<file path="src/rtl/fcmd_pkg.sv">
package fcmd_pkg;

    localparam int SEL_W  = 3;
    localparam int DATA_W = 8;

    typedef enum logic [SEL_W-1:0] {
        SEL_CTRL = 3'd0,
        SEL_BUF  = 3'd1,
        SEL_RST  = 3'd2,
        SEL_ADRL = 3'd3,
        SEL_ADRH = 3'd4
    } reg_sel_e;

    // bit positions inside the control and buffer registers
    localparam int CTRL_RD_GO = 0;
    localparam int CTRL_RD_EN = 1;
    localparam int CTRL_WR_GO = 2;
    localparam int BUF_CLR_GO = 0;

    typedef struct packed {
        logic rd_go;
        logic rd_en;
        logic wr_go;
        logic clr_go;
        logic rd_req;
        logic wr_req;
        logic clr_req;
    } cmd_state_t;

endpackage

</file>
<file path="src/rtl/fcmd_addr.sv">
module fcmd_addr #(
    parameter int ADDR_W = 13
) (
    input  logic              clk,
    input  logic              rst_n,
    input  logic              lo_wr,
    input  logic              hi_wr,
    input  logic [7:0]        wdata,
    output logic [ADDR_W-1:0] addr
);
    localparam int HI_W = ADDR_W - 8;

    logic [ADDR_W-1:0] addr_d, addr_q;

    always_comb begin
        addr_d = addr_q;
        if (lo_wr) addr_d[7:0] = wdata;
        if (hi_wr) addr_d[ADDR_W-1:8] = wdata[HI_W-1:0];
    end

    always_ff @(posedge clk or negedge rst_n) begin
        if (!rst_n) addr_q <= '0;
        else        addr_q <= addr_d;
    end

    assign addr = addr_q;


    addr_hold_chk: assert property (@(posedge clk) disable iff (!rst_n)
        (!lo_wr && !hi_wr) |=> $stable(addr));

endmodule

</file>
<file path="src/rtl/fcmd_cmd.sv">
module fcmd_cmd
    import fcmd_pkg::*;
(
    input  logic       clk,
    input  logic       rst_n,
    input  logic       ctrl_wr,
    input  logic       buf_wr,
    input  logic [7:0] wdata,
    input  logic       rd_done,
    input  logic       wr_done,
    input  logic       clr_done,
    output logic       rd_go,
    output logic       rd_en,
    output logic       wr_go,
    output logic       clr_go,
    output logic       rd_req,
    output logic       wr_req,
    output logic       clr_req
);
    cmd_state_t st_d, st_q;
    logic       busy;

    always_comb begin
        st_d         = st_q;
        st_d.rd_req  = 1'b0;
        st_d.wr_req  = 1'b0;
        st_d.clr_req = 1'b0;
        busy = st_q.rd_go | st_q.wr_go | st_q.clr_go;

        if (st_q.rd_go  && rd_done)  st_d.rd_go  = 1'b0;
        if (st_q.wr_go  && wr_done)  st_d.wr_go  = 1'b0;
        if (st_q.clr_go && clr_done) st_d.clr_go = 1'b0;

        if (ctrl_wr) begin
            st_d.rd_en = wdata[CTRL_RD_EN];
            if (!busy) begin
                if (wdata[CTRL_RD_GO] && wdata[CTRL_RD_EN]) begin
                    st_d.rd_go  = 1'b1;
                    st_d.rd_req = 1'b1;
                end else if (wdata[CTRL_WR_GO]) begin
                    st_d.wr_go  = 1'b1;
                    st_d.wr_req = 1'b1;
                end
            end
        end else if (buf_wr && !busy && wdata[BUF_CLR_GO]) begin
            st_d.clr_go  = 1'b1;
            st_d.clr_req = 1'b1;
        end
    end

    always_ff @(posedge clk or negedge rst_n) begin
        if (!rst_n) st_q <= '0;
        else        st_q <= st_d;
    end

    assign rd_go   = st_q.rd_go;
    assign rd_en   = st_q.rd_en;
    assign wr_go   = st_q.wr_go;
    assign clr_go  = st_q.clr_go;
    assign rd_req  = st_q.rd_req;
    assign wr_req  = st_q.wr_req;
    assign clr_req = st_q.clr_req;


    one_op_chk: assert property (@(posedge clk) disable iff (!rst_n)
        $onehot0({rd_go, wr_go, clr_go}));


    rd_pulse_chk: assert property (@(posedge clk) disable iff (!rst_n)
        rd_req |-> (rd_go && !$past(rd_go)) ##1 !rd_req);


    wr_pulse_chk: assert property (@(posedge clk) disable iff (!rst_n)
        wr_req |-> (wr_go && !$past(wr_go)) ##1 !wr_req);


    clr_pulse_chk: assert property (@(posedge clk) disable iff (!rst_n)
        clr_req |-> (clr_go && !$past(clr_go)) ##1 !clr_req);


    rd_req_en_chk: assert property (@(posedge clk) disable iff (!rst_n)
        rd_req |-> rd_en);


    rd_hold_chk: assert property (@(posedge clk) disable iff (!rst_n)
        (rd_go && !rd_done) |=> rd_go);


    wr_hold_chk: assert property (@(posedge clk) disable iff (!rst_n)
        (wr_go && !wr_done) |=> wr_go);


    clr_hold_chk: assert property (@(posedge clk) disable iff (!rst_n)
        (clr_go && !clr_done) |=> clr_go);

endmodule

</file>
<file path="src/rtl/fcmd_rstgen.sv">
module fcmd_rstgen #(
    parameter logic [7:0] PATTERN = 8'h55,
    parameter int         PULSE   = 4
) (
    input  logic       clk,
    input  logic       rst_n,
    input  logic       pat_wr,
    input  logic [7:0] wdata,
    output logic [7:0] pat,
    output logic       chip_rst
);
    localparam int CNT_W = $clog2(PULSE + 1);

    typedef struct packed {
        logic [7:0]       pat;
        logic [CNT_W-1:0] cnt;
        logic             pulse;
    } rg_t;

    rg_t rg_d, rg_q;

    always_comb begin
        rg_d = rg_q;
        if (rg_q.cnt != '0) begin
            rg_d.cnt = rg_q.cnt - 1'b1;
            if (rg_q.cnt == CNT_W'(1)) rg_d.pat = '0;
        end else if (pat_wr) begin
            rg_d.pat = wdata;
            if (wdata == PATTERN) rg_d.cnt = CNT_W'(PULSE);
        end
        rg_d.pulse = (rg_d.cnt != '0);
    end

    always_ff @(posedge clk or negedge rst_n) begin
        if (!rst_n) rg_q <= '0;
        else        rg_q <= rg_d;
    end

    assign pat      = rg_q.pat;
    assign chip_rst = rg_q.pulse;

    // length monitor for the reset pulse
    logic [CNT_W:0] run_q;
    always_ff @(posedge clk or negedge rst_n) begin
        if (!rst_n)        run_q <= '0;
        else if (chip_rst) run_q <= run_q + 1'b1;
        else               run_q <= '0;
    end


    rst_src_chk: assert property (@(posedge clk) disable iff (!rst_n)
        $rose(chip_rst) |-> $past(pat_wr && wdata == PATTERN));


    rst_len_chk: assert property (@(posedge clk) disable iff (!rst_n)
        $fell(chip_rst) |-> (run_q == (CNT_W+1)'(PULSE) && pat == '0));

endmodule

</file>
<file path="src/rtl/fcmd_regbank.sv">
module fcmd_regbank
    import fcmd_pkg::*;
#(
    parameter int         ADDR_W    = 13,
    parameter logic [7:0] RST_MAGIC = 8'h55,
    parameter int         RST_LEN   = 4
) (
    input  logic              clk,
    input  logic              rst_n,
    input  logic              bus_wr_en,
    input  logic [2:0]        bus_wr_sel,
    input  logic [7:0]        bus_wr_data,
    input  logic [2:0]        bus_rd_sel,
    output logic [7:0]        bus_rd_data,
    output logic [ADDR_W-1:0] flash_addr,
    output logic              flash_rd_en,
    output logic              rd_req,
    output logic              wr_req,
    output logic              clr_req,
    input  logic              rd_done,
    input  logic              wr_done,
    input  logic              clr_done,
    output logic              chip_rst
);
    localparam int HI_W = ADDR_W - 8;

    logic ctrl_wr, buf_wr, pat_wr, lo_wr, hi_wr;
    logic rd_go, wr_go, clr_go, rd_en;
    logic [7:0] pat;

    always_comb begin
        ctrl_wr = bus_wr_en && (bus_wr_sel == SEL_CTRL);
        buf_wr  = bus_wr_en && (bus_wr_sel == SEL_BUF);
        pat_wr  = bus_wr_en && (bus_wr_sel == SEL_RST);
        lo_wr   = bus_wr_en && (bus_wr_sel == SEL_ADRL);
        hi_wr   = bus_wr_en && (bus_wr_sel == SEL_ADRH);
    end

    fcmd_cmd u_cmd (
        .clk      (clk),
        .rst_n    (rst_n),
        .ctrl_wr  (ctrl_wr),
        .buf_wr   (buf_wr),
        .wdata    (bus_wr_data),
        .rd_done  (rd_done),
        .wr_done  (wr_done),
        .clr_done (clr_done),
        .rd_go    (rd_go),
        .rd_en    (rd_en),
        .wr_go    (wr_go),
        .clr_go   (clr_go),
        .rd_req   (rd_req),
        .wr_req   (wr_req),
        .clr_req  (clr_req)
    );

    fcmd_addr #(.ADDR_W(ADDR_W)) u_addr (
        .clk   (clk),
        .rst_n (rst_n),
        .lo_wr (lo_wr),
        .hi_wr (hi_wr),
        .wdata (bus_wr_data),
        .addr  (flash_addr)
    );

    fcmd_rstgen #(.PATTERN(RST_MAGIC), .PULSE(RST_LEN)) u_rstgen (
        .clk      (clk),
        .rst_n    (rst_n),
        .pat_wr   (pat_wr),
        .wdata    (bus_wr_data),
        .pat      (pat),
        .chip_rst (chip_rst)
    );

    assign flash_rd_en = rd_en;

    always_comb begin
        bus_rd_data = '0;
        case (bus_rd_sel)
            SEL_CTRL: begin
                bus_rd_data[CTRL_RD_GO] = rd_go;
                bus_rd_data[CTRL_RD_EN] = rd_en;
                bus_rd_data[CTRL_WR_GO] = wr_go;
            end
            SEL_BUF:  bus_rd_data[BUF_CLR_GO] = clr_go;
            SEL_RST:  bus_rd_data = pat;
            SEL_ADRL: bus_rd_data = flash_addr[7:0];
            SEL_ADRH: bus_rd_data[HI_W-1:0] = flash_addr[ADDR_W-1:8];
            default:  bus_rd_data = '0;
        endcase
    end

endmodule

</file>
<file path="config.mk">
export PLATFORM = sky130hd
export DESIGN_NAME = fcmd_regbank
export DESIGN_NICKNAME = d
export VERILOG_FILES = /design/src/rtl/fcmd_pkg.sv /design/src/rtl/fcmd_addr.sv /design/src/rtl/fcmd_cmd.sv /design/src/rtl/fcmd_rstgen.sv /design/src/rtl/fcmd_regbank.sv
export SDC_FILE = /design/constraint.sdc
export NUM_CORES = 1
export LEC_CHECK = 0
export ABC_AREA = 1
export CAP_MARGIN = 20
export CORE_ASPECT_RATIO = 1.4
export CORE_MARGIN = 3
export CORE_UTILIZATION = 48
export CTS_CLUSTER_DIAMETER = 50
export DETAILED_ROUTE_END_ITERATION = 10
export PLACE_DENSITY = 0.79
export SETUP_SLACK_MARGIN = 0.5
export SYNTH_ARGS = -nofsm -noshare
export SYNTH_HDL_FRONTEND = slang
export SYNTH_HIERARCHICAL = 1
export SYNTH_SLANG_ARGS = --single-unit
</file>
<file path="constraint.sdc">
create_clock -name clk -period 1.4 [get_ports clk]
set_clock_uncertainty 0.05 [all_clocks]
set_input_delay 0.28 -clock clk [delete_from_list [all_inputs] [get_ports clk]]
set_output_delay 0.28 -clock clk [all_outputs]
set_load 0.02 [all_outputs]
</file>
==> results of run 1 <==
## synth_stat cells (2+ instances only)
cell | count | area share (%)
dfrtp_1 | 32 | 45
o21ai_1 | 5 | 1.4
o21ai_0 | 3 | 0.84
buf_6 | 5 | 3.2
inv_2 | 7 | 1.5
buf_4 | 8 | 3.4
ha_1 | 3 | 2.1
nor2_1 | 17 | 3.6
nor3_1 | 3 | 0.84
nand2_4 | 2 | 1.3
nand3_1 | 22 | 6.2
nand2_2 | 3 | 1.1
a21oi_1 | 2 | 0.56
nor2_2 | 2 | 0.70
inv_1 | 21 | 4.4
nand4_1 | 7 | 2.5
nand2_1 | 76 | 16
## cell families after synthesis
family                     share of synthesized area, %
AOI/OAI and AO/OA                                  3.71
adders and majority gates                          2.10
buffers and inverters                              12.8
DFF                                                44.8
and+or+nand+nor                                    36.6
## metrics by stage
stage | cell area, um^2 | setup slack (ns) | setup TNS (ns) | hold slack (ns) | utilization (%)
2_1_floorplan | 1980 | 0.209 | 0 | -0.0656 | -
3_5_place_dp | 2740 | -0.928 | -16.20 | 0.451 | 78.8
3_3_place_gp | 2740 | -0.899 | -15.27 | 0.455 | 78.8
4_1_cts | 3300 | -0.0952 | -0.189 | 0.296 | 95.1
## timing repair
action,in CTS
setup buffers,18
cloned,2
gates resized for setup,273
pin swaps,33
endpoints found under the hold margin,0
hold buffers,0
setup endpoints to repair,58
==> results.sh, run 1 <==
export IMPL_outcome="stopped before the end"
export IMPL_stop_stage="global routing"
export IMPL_error="[ERROR DPL-0038] Utilization greater than 100%, impossible to legalize"
export IMPL_die_h_um=78.2
export IMPL_yosysWarnings=6
export IMPL_worstEndpointGrtRepair="bus_rd_data[0]"
export IMPL_yosysSeqAreaShare_pct=44.8
export IMPL_place_congestion=0.810
export IMPL_synth_fp_nets=250
export IMPL_cts_sinks=32
export IMPL_dp_hpwl_um=3610
export IMPL_synth_seq_cells=32
export IMPL_die_w_um=57.5
export IMPL_cts_root_buf="clkbuf_8"
export IMPL_place_inst=346
export IMPL_h_tree_depth=2
export IMPL_yosys_cell_types_count=26
export IMPL_synth_cell_area_um2=1790
export IMPL_cts_max_path_buffers=2
export IMPL_timing_worst_endpoint_kind="output port"
export IMPL_grt_max_degree=33
export IMPL_rows=25
export IMPL_portBuffers=45
export IMPL_syn_inst=227
export IMPL_syn_area_per_cell_um2=7.87
export IMPL_ioPinCount=46
export IMPL_synth_async_reset_ratio_pct=100
export IMPL_synth_edf_count=0
export IMPL_synth_main_ff_cell="dfrtp_1"
export IMPL_initial_core_util_pct=51.4
export IMPL_numCtsBuffers=5
==> run 2, diff against run 1 <==
CORE_ASPECT_RATIO = unset   (was 1.4)
CORE_UTILIZATION = 40   (was 48)
CTS_CLUSTER_DIAMETER = unset   (was 50)
PLACE_DENSITY = unset   (was 0.79)
PLACE_DENSITY_LB_ADDON = 0.15   (was unset)
SETUP_SLACK_MARGIN = unset   (was 0.5)
==> results.sh, run 2 <==
export IMPL_outcome="finished with violations"
export IMPL_violations="setup timing"
export IMPL_drv_slew=0
export IMPL_grt_antenna_before_repair=0
export IMPL_synth_fp_nets=250
export IMPL_die_h_um=72.8
export IMPL_dp_hpwl_um=3390
export IMPL_synth_top_family_by_area="simple AND/OR/NAND/NOR gates"
export IMPL_utilization_pct=66.1
export IMPL_fill_cells=367
export IMPL_setup_violations_final=3
export IMPL_syn_area_per_cell_um2=7.87
export IMPL_synth_main_ff_cell="dfrtp_1"
export IMPL_dr_pass1_iters=4
export IMPL_required_ns=1.07
export IMPL_cts_sinks=32
export IMPL_synth_fa_ha_area_share_pct=2.10
export IMPL_numCtsBuffers=5
export IMPL_dieArea_um2=5300
export IMPL_end_kind="output pin"
export IMPL_rsz0062_at_grt="yes"
export IMPL_hp_class="input pin to asynchronous set/reset pin"
export IMPL_ant_nets=0
export IMPL_synth_cell_area_um2=1790
export IMPL_drc=0
export IMPL_irDropWorstVdd_mv=1.13
export IMPL_tightestPinTransition_ns=0.317
export IMPL_synth_top_area_share_pct=44.8
export IMPL_hold_violations=0
export IMPL_period_minus_slack_ns=1.47
export IMPL_wire_per_inst_um=12.6
export IMPL_synth_seq_cells=32
export IMPL_slew_headroom_pct=78.9
export IMPL_grt_pass1_wl_um=7160
export IMPL_cap_violations=0
export IMPL_clk_pin_slew_worst_paths_ns=0.06
export IMPL_place_congestion=0.774
export IMPL_path_max_fanout=2
export IMPL_synth_xor_area_share_pct=0
export IMPL_h_tree_depth=2
export IMPL_synth_async_reset_ratio_pct=100
export IMPL_yosysWarnings=6
export IMPL_place_inst=353
export IMPL_initial_core_util_pct=43.1
export IMPL_start_kind="flop"
export IMPL_netlist_top_cells_area="dfrtp_1 (45%), nand2_1 (16%), nand3_1 (6.2%), inv_1 (4.4%), nor2_1 (3.6%)"
export IMPL_worstSkewPairLatency_ns=0.28
export IMPL_fmax_mhz=682
export IMPL_syn_inst=227
export IMPL_grt_use_total_pct=17.8
export IMPL_synthMuxAreaShare_pct=0
export IMPL_fin_cells=367
export IMPL_final_setup_tns_ns=-0.0971
export IMPL_synth_common_cells="nand2_1 (76), dfrtp_1 (32), nand3_1 (22)"
export IMPL_cts_root_buf="clkbuf_8"
export IMPL_yosys_cell_types_count=26
export IMPL_syn_to_final_growth_pct=53.3
export IMPL_vias_per_cell=4.69
export IMPL_tritoncts="yes"
export IMPL_yosysTopAreaCell="dfrtp_1"
export IMPL_finalCritPeriodShare_pct=105
export IMPL_fin_ws_ns=-0.0669
export IMPL_antennaDiodeCount=0
export IMPL_rows=23
export IMPL_coreArea_um2=4140
export IMPL_synthMostInstantiatedCell="nand2_1"
export IMPL_r2r_cells=8
export IMPL_dp_slack_ns=-0.900
export IMPL_final_common_cell="nand2_1"
export IMPL_grt_overflow_total=0
export IMPL_portBuffers=45
export IMPL_die_w_um=72.8
export IMPL_grt_max_degree=33
export IMPL_yosys_area_share_simple_pct=36.6
export IMPL_ioPinCount=46
export IMPL_power_density_nw_per_um2=1320
export IMPL_arrival_ns=1.14
export IMPL_nets=339
export IMPL_drtIter0Drc=81
export IMPL_finalWirelength_um=4610
export IMPL_cts_max_path_buffers=2
export IMPL_final_cell_mix="nand2_1 (73), buf_4 (48), dfrtp_1 (32)"
export IMPL_largest_reg_flops=13
export IMPL_synth_edf_count=0
export IMPL_fin_total_pwr_uw=3610
export IMPL_synth_compound_area_share_pct=3.71
export IMPL_worstSetupPathType="flop to output pin"
export IMPL_drive_gt1_share_pct=37.9
export IMPL_vias=1722
export IMPL_grt_pass1_vias=1549
export IMPL_yosysSeqAreaShare_pct=44.8
export IMPL_p_leak_uw=0.00145
run 2: cell counts after synthesis:
Identical to the previous run, type by type.
run 2: routing by layer:
layer  vias to the layer above  share of wire (%)  routed length, um  global-route usage, %
met5                         -                  0                  0                      0
met4                         0                1.0                 48                   5.53
met3                         5                4.4                204                   4.13
met2                        34                 51               2350                   29.4
met1                       805                 43               2000                   23.1
li1                        878                  -                  -                      -
run 2: timing repair:
action / CTS / global route
hold buffers: 0 / 0
resized for setup: 102 / 35
buffers inserted: 4 / 3
pin swaps: 3 / 9
endpoints found under the setup margin: 33 / 36
cloned: 0 / 0
run 2: final timing paths:
| path | startpoint | to | slack [ns] |
|---|---|---|---|
| max in group asynchronous | rst_n | u_addr/addr[0]$_DFFE_PN0P_ | 0.81 |
| min in group clk | bus_wr_sel[2] | u_addr/addr[11]$_DFFE_PN0P_ | 0.40 |
| worst min register to register | u_rstgen/pat[6]$_DFFE_PN0P_ | u_rstgen/pat[6]$_DFFE_PN0P_ | 0.47 |
| worst min-delay path | rst_n | u_cmd/rd_req$_DFF_PN0_ | 0.31 |
| worst max register to register | u_rstgen/rg_q[2]$_DFF_PN0_ | u_rstgen/chip_rst$_DFF_PN0_ | 0.11 |
| worst max-delay path | u_cmd/clr_go$_DFF_PN0_ | bus_rd_data[0] | -0.07 |
run 2: final cells by class:
class / count / area, um^2 / share of cell area [%]
Clock buffer: 8 / 90.1 / 3.29
Inverter: 29 / 111 / 4.07
Multi-Input combinational cell: 153 / 855 / 31.2
Sequential cell: 32 / 801 / 29.3
Tap cell: 50 / 62.6 / 2.29
Timing Repair Buffer: 95 / 818 / 29.9
run 2: critical path, cell delays in order (launching register included):
cell,delay (ns)
dfrtp_1,0.39
inv_1,0.06
nor2_1,0.03
nand2_1,0.05
nand2_1,0.05
nor2_1,0.08
nand2_1,0.06
buf_6,0.13
run 2: where the power goes:
part | leakage, uW | internal, uW | switching, uW
Clock | 0.0000455 | 401 | 325
Combinational | 0.000989 | 783 | 822
Sequential | 0.000414 | 1150 | 127
run 2: per-stage QoR:
step / hold WS [ns] / cell area (um^2)
final: 0.310 / 2740
after global routing: 0.319 / 2740
after CTS: 0.306 / 2640
after detailed placement: 0.456 / 2550
after global placement: 0.447 / 2550
after floorplan: -0.0656 / 1790
run 2: kinds of logic after synthesis:
| kind of cell | count (synthesis) |
|---|---|
| simple gates | 138 |
| buf+inv | 42 |
| flops | 32 |
| compound gates | 12 |
| fa+ha+maj | 3 |
No activity file was read; power rests on OpenSTA's default activity.
==> run 3, diff against run 2 <==
TNS_END_PERCENT = 30   (was unset)
clock period = 1.7 ns   (was 1.4 ns; I/O delays follow)
==> results.sh, run 3 (synthesis results as in run 2) <==
export IMPL_critPathTopFamily="buffers and inverters"
export IMPL_critPathMaxStageDelay_ns=0.61
export IMPL_dp_hpwl_um=3240
export IMPL_grt_max_degree=33
export IMPL_drv_slew=0
export IMPL_dieArea_um2=5300
export IMPL_vias_per_cell=4.60
export IMPL_h_tree_depth=2
export IMPL_cts_root_buf="clkbuf_8"
export IMPL_largest_reg_flops=13
export IMPL_coreArea_um2=4140
export IMPL_hp_class="input pin to asynchronous set/reset pin"
export IMPL_drive_gt1_share_pct=21.6
export IMPL_hold_buffers=0
export IMPL_p_leak_uw=0.00141
export IMPL_fmax_mhz=604
export IMPL_vias=1573
export IMPL_utilization_pct=60.6
export IMPL_numCtsBuffers=5
export IMPL_crit_slowest_cell="clkdlybuf4s50_1"
export IMPL_r2r_cells=8
export IMPL_place_congestion=0.802
export IMPL_grt_antenna_before_repair=0
export IMPL_finalCritPeriodShare_pct=97.4
export IMPL_tritoncts="yes"
export IMPL_worstSkewPairLatency_ns=0.28
export IMPL_antennaDiodeCount=0
export IMPL_hold_violations=0
export IMPL_start_kind="flop"
export IMPL_crit_chain="clkdlybuf4s50_1"
export IMPL_initial_core_util_pct=43.1
export IMPL_path_max_fanout=3
export IMPL_cts_sinks=32
export IMPL_ioPinCount=46
export IMPL_path_buf_inv=1
export IMPL_setup_violations_final=0
export IMPL_syn_to_final_growth_pct=40.6
export IMPL_seq_area_um2=801
export IMPL_nets=314
export IMPL_period_minus_slack_ns=1.66
export IMPL_wire_per_inst_um=12.3
export IMPL_end_kind="output pin"
export IMPL_dpl_cell_area_um2=2390
export IMPL_portBuffers=45
export IMPL_fill_cells=380
export IMPL_drc=0
export IMPL_final_area_um2=2510
export IMPL_rows=23
export IMPL_slew_headroom_pct=72.8
export IMPL_rsz0062_at_grt="no"
export IMPL_required_ns=1.31
export IMPL_final_common_cell="nand2_1"
export IMPL_die_h_um=72.8
export IMPL_ant_nets=0
export IMPL_cts_max_path_buffers=2
export IMPL_reg2reg_slack_ns=0.27
export IMPL_irDropWorstVdd_mv=0.909
export IMPL_dp_slack_ns=-0.677
export IMPL_outcome="finished clean"
export IMPL_drtIter0Drc=102
export IMPL_fin_cells=342
export IMPL_die_w_um=72.8
export IMPL_tightestPinTransition_ns=0.408
export IMPL_r2r_end="u_rstgen/chip_rst$_DFF_PN0_"
export IMPL_cap_violations=0
export IMPL_final_cell_mix="nand2_1 (76), dfrtp_1 (32), buf_4 (24)"
export IMPL_grt_pass1_vias=1528
export IMPL_multi_input_area_um2=757
export IMPL_finalWirelength_um=4210
export IMPL_worstSetupPathType="flop to output pin"
export IMPL_dr_pass1_iters=4
export IMPL_clk_pin_slew_worst_paths_ns=0.07
export IMPL_grt_overflow_total=0
export IMPL_grt_pass1_wl_um=7180
export IMPL_grt_use_total_pct=17.6
export IMPL_r2r_start="u_rstgen/rg_q[1]$_DFF_PN0_"
export IMPL_arrival_ns=1.27
export IMPL_power_density_nw_per_um2=1100
export IMPL_place_inst=333
export IMPL_fin_ws_ns=0.0441
export IMPL_path_depth=1
==> run 3: final cells by class <==
type	instances	area share (%)
flip-flops and latches	32	31.9
multi-input cells	153	30.1
repair buffers	70	26.8
inverters	29	4.43
clock buffers	6	2.89
well taps	50	2.49
clock inverters	2	1.40
==> run 3: repair_timing <==
item / CTS / global route
pin swaps: 1 / 2
endpoints found under the setup margin: 11 / 16
cloned: 1 / 0
setup buffers: 0 / 0
resized for setup: 46 / 15
==> run 3: per-stage QoR <==
stage               TNS (ns)  power (uW)  hold WS, ns
floorplan                  0        1750     -0.00559
global route               0        2970        0.453
global placement       -5.08        2080        0.436
CTS                        0        2810        0.409
finish                     0        2770        0.401
detailed placement     -5.34        2100        0.436
==> run 3: worst register-to-register path, stage by stage (launching register included) <==
cell	delay (ns)
dfrtp_1	0.41
inv_1	0.11
ha_1	0.23
nand2_4	0.08
inv_4	0.09
nand2_4	0.11
o21ai_2	0.18
nor2_1	0.07
nand2_1	0.06
==> run 3: where the power goes <==
part / switching, uW / leakage (uW) / internal, uW / total, uW
Sequential: 121 / 0.000414 / 949 / 1070
Clock: 281 / 0.0000552 / 435 / 715
Combinational: 547 / 0.000940 / 435 / 981
==> run 3: worst max path at each step <==
stage / start / endpoint / slack, ns
after global placement: bus_rd_sel[1] / bus_rd_data[0] / -0.65
final: u_addr/addr[12]$_DFFE_PN0P_ / flash_addr[12] / 0.04
after CTS: bus_rd_sel[2] / bus_rd_data[6] / 0.002
after floorplan: bus_wr_sel[2] / u_rstgen/chip_rst$_DFF_PN0_ / 0.15
after global routing: u_addr/addr[12]$_DFFE_PN0P_ / flash_addr[12] / 0.002
after detailed placement: bus_rd_sel[1] / bus_rd_data[0] / -0.68
==> run 3: routing by layer <==
metal / up-vias / GRT usage [%] / wire length (um)
met5: - / 0 / 0
met4: 0 / 4.30 / 15
met3: 2 / 5.10 / 238
met2: 32 / 27.4 / 1990
met1: 706 / 24.1 / 1970
li1: 833 / - / -
==> run 4, diff against run 3 <==
clock period = 2.05 ns   (was 1.7 ns; I/O delays follow)
==> results.sh, run 4 (synthesis results as in run 2) <==
export IMPL_hp_class="flop to flop"
export IMPL_drv_slew=0
export IMPL_worstSkewPairLatency_ns=0.28
export IMPL_path_max_fanout=6
export IMPL_required_ns=1.59
export IMPL_grt_overflow_total=0
export IMPL_critPathMaxStageDelay_ns=0.28
export IMPL_ant_nets=0
export IMPL_period_minus_slack_ns=1.83
export IMPL_tritoncts="yes"
export IMPL_cts_root_buf="clkbuf_8"
export IMPL_dr_pass1_iters=4
export IMPL_met1Wirelength_um=2010
export IMPL_die_h_um=72.8
export IMPL_vias_per_cell=4.76
export IMPL_drtIter0Drc=107
export IMPL_rsz0062_at_grt="no"
export IMPL_final_common_cell="nand2_1"
export IMPL_drive_gt1_share_pct=18.4
export IMPL_ioPinCount=46
export IMPL_routed_wl_met2_um=2010
export IMPL_finalWirelength_um=4310
export IMPL_setup_violations_final=0
export IMPL_p_leak_uw=0.00125
export IMPL_vias=1584
export IMPL_place_congestion=0.817
export IMPL_crit_chain="dlygate4sd2_1 -> buf_4 -> nor2_8 -> nand3_1 -> nand4_1 -> buf_2"
export IMPL_finalCritPeriodShare_pct=89.1
export IMPL_cts_sinks=32
export IMPL_tightestPinTransition_ns=0.414
export IMPL_irDropWorstVdd_mv=0.774
export IMPL_cap_violations=0
export IMPL_coreArea_um2=4140
export IMPL_dp_hpwl_um=3290
export IMPL_numCtsBuffers=5
export IMPL_worstSetupPathType="input pin to output pin"
export IMPL_grt_pass1_wl_um=7250
export IMPL_grt_use_total_pct=18.0
export IMPL_power_density_nw_per_um2=952
export IMPL_drc=0
export IMPL_end_kind="output pin"
export IMPL_top_layer_used="met4"
export IMPL_clk_pin_slew_worst_paths_ns=0.07
export IMPL_largest_reg_flops=13
export IMPL_h_tree_depth=2
export IMPL_crit_slowest_cell="dlygate4sd2_1"
export IMPL_wire_per_inst_um=12.9
export IMPL_grt_pass1_vias=1542
export IMPL_rows=23
export IMPL_fin_ws_ns=0.223
export IMPL_slew_headroom_pct=72.4
export IMPL_final_setup_tns_ns=0
export IMPL_fmax_mhz=547
export IMPL_portBuffers=45
export IMPL_dieArea_um2=5300
export IMPL_hold_buffers=0
export IMPL_nets=305
export IMPL_path_buf_inv=3
export IMPL_syn_to_final_growth_pct=33.8
export IMPL_initial_core_util_pct=43.1
export IMPL_hold_violations=0
export IMPL_outcome="finished clean"
export IMPL_arrival_ns=1.37
export IMPL_grt_max_degree=33
export IMPL_cts_max_path_buffers=2
export IMPL_grt_antenna_before_repair=0
export IMPL_antennaDiodeCount=0
export IMPL_die_w_um=72.8
export IMPL_dp_slack_ns=-0.457
export IMPL_final_cell_mix="nand2_1 (76), clkdlybuf4s50_1 (34), dfrtp_1 (32)"
export IMPL_wl_met3_um=215
export IMPL_critPathTopFamily="buffers and inverters"
export IMPL_start_kind="input pin"
## run 4: cell count changes in the layout (fill, tap and decap cells not counted), moves of 3 or more
cell and change:
buf_2 +3, buf_4 -8, clkdlybuf4s50_1 +11, dlymetal6s2s_1 -6
## run 4: path summary, 6_finish.rpt
path / endpoint / slack (ns) / from / cells after the start
max reg2reg: u_rstgen/pat[1]$_DFFE_PN0P_ / 0.61 / u_rstgen/rg_q[1]$_DFF_PN0_ / 6
max: bus_rd_data[1] / 0.22 / bus_rd_sel[1] / 6
min in group asynchronous: u_cmd/rd_req$_DFF_PN0_ / 0.47 / rst_n / 2
min reg2reg: u_addr/addr[7]$_DFFE_PN0P_ / 0.45 / u_addr/addr[7]$_DFFE_PN0P_ / 2
max in group asynchronous: u_rstgen/pat[0]$_DFFE_PN0P_ / 1.18 / rst_n / 2
min: u_addr/addr[7]$_DFFE_PN0P_ / 0.45 / u_addr/addr[7]$_DFFE_PN0P_ / 2
## run 4: power breakdown
group          internal [uW]  switching [uW]
Clock                    360             240
Sequential               787             106
Combinational            330             451
Total                   1480             797
## run 4: worst register-to-register path, stage by stage (launching register included)
cell	delay (ns)
dfrtp_1	0.38
inv_1	0.09
ha_1	0.24
nor2_1	0.14
nand2_1	0.21
nand3_1	0.15
o21ai_1	0.07
## run 4: repair_timing
| action | in CTS | in global routing |
|---|---|---|
| buffers inserted | 1 | 1 |
| gates resized for setup | 36 | 3 |
| endpoints found under the setup margin | 8 | 8 |
| pin swaps | 1 | 1 |
## run 4: metrics by stage
step	instance area (um^2)	power, uW	utilization [%]	hold WS [ns]	std cells
after floorplan	1790	1450	-	0.0644	227
after global placement	2300	1680	55.5	0.433	323
after detailed placement	2300	1710	55.5	0.437	323
after CTS	2370	2290	57.3	0.453	332
after global routing	2390	2420	57.6	0.472	333
final	2390	2270	57.6	0.449	333
## run 4: cell type report
type | instances | area, um^2
Tap cell | 50 | 62.6
Fill cell | 400 | 1760
Clock buffer | 6 | 72.6
Inverter | 29 | 111
Clock inverter | 2 | 35.0
Multi-Input combinational cell | 153 | 757
Sequential cell | 32 | 801
Timing Repair Buffer | 61 | 549
## run 4: metal layers
layer	track usage [%]	up-vias
met2	26.6	37
met1	25.1	725
met3	4.27	8
met4	7.79	0
met5	0	-
li1	-	814
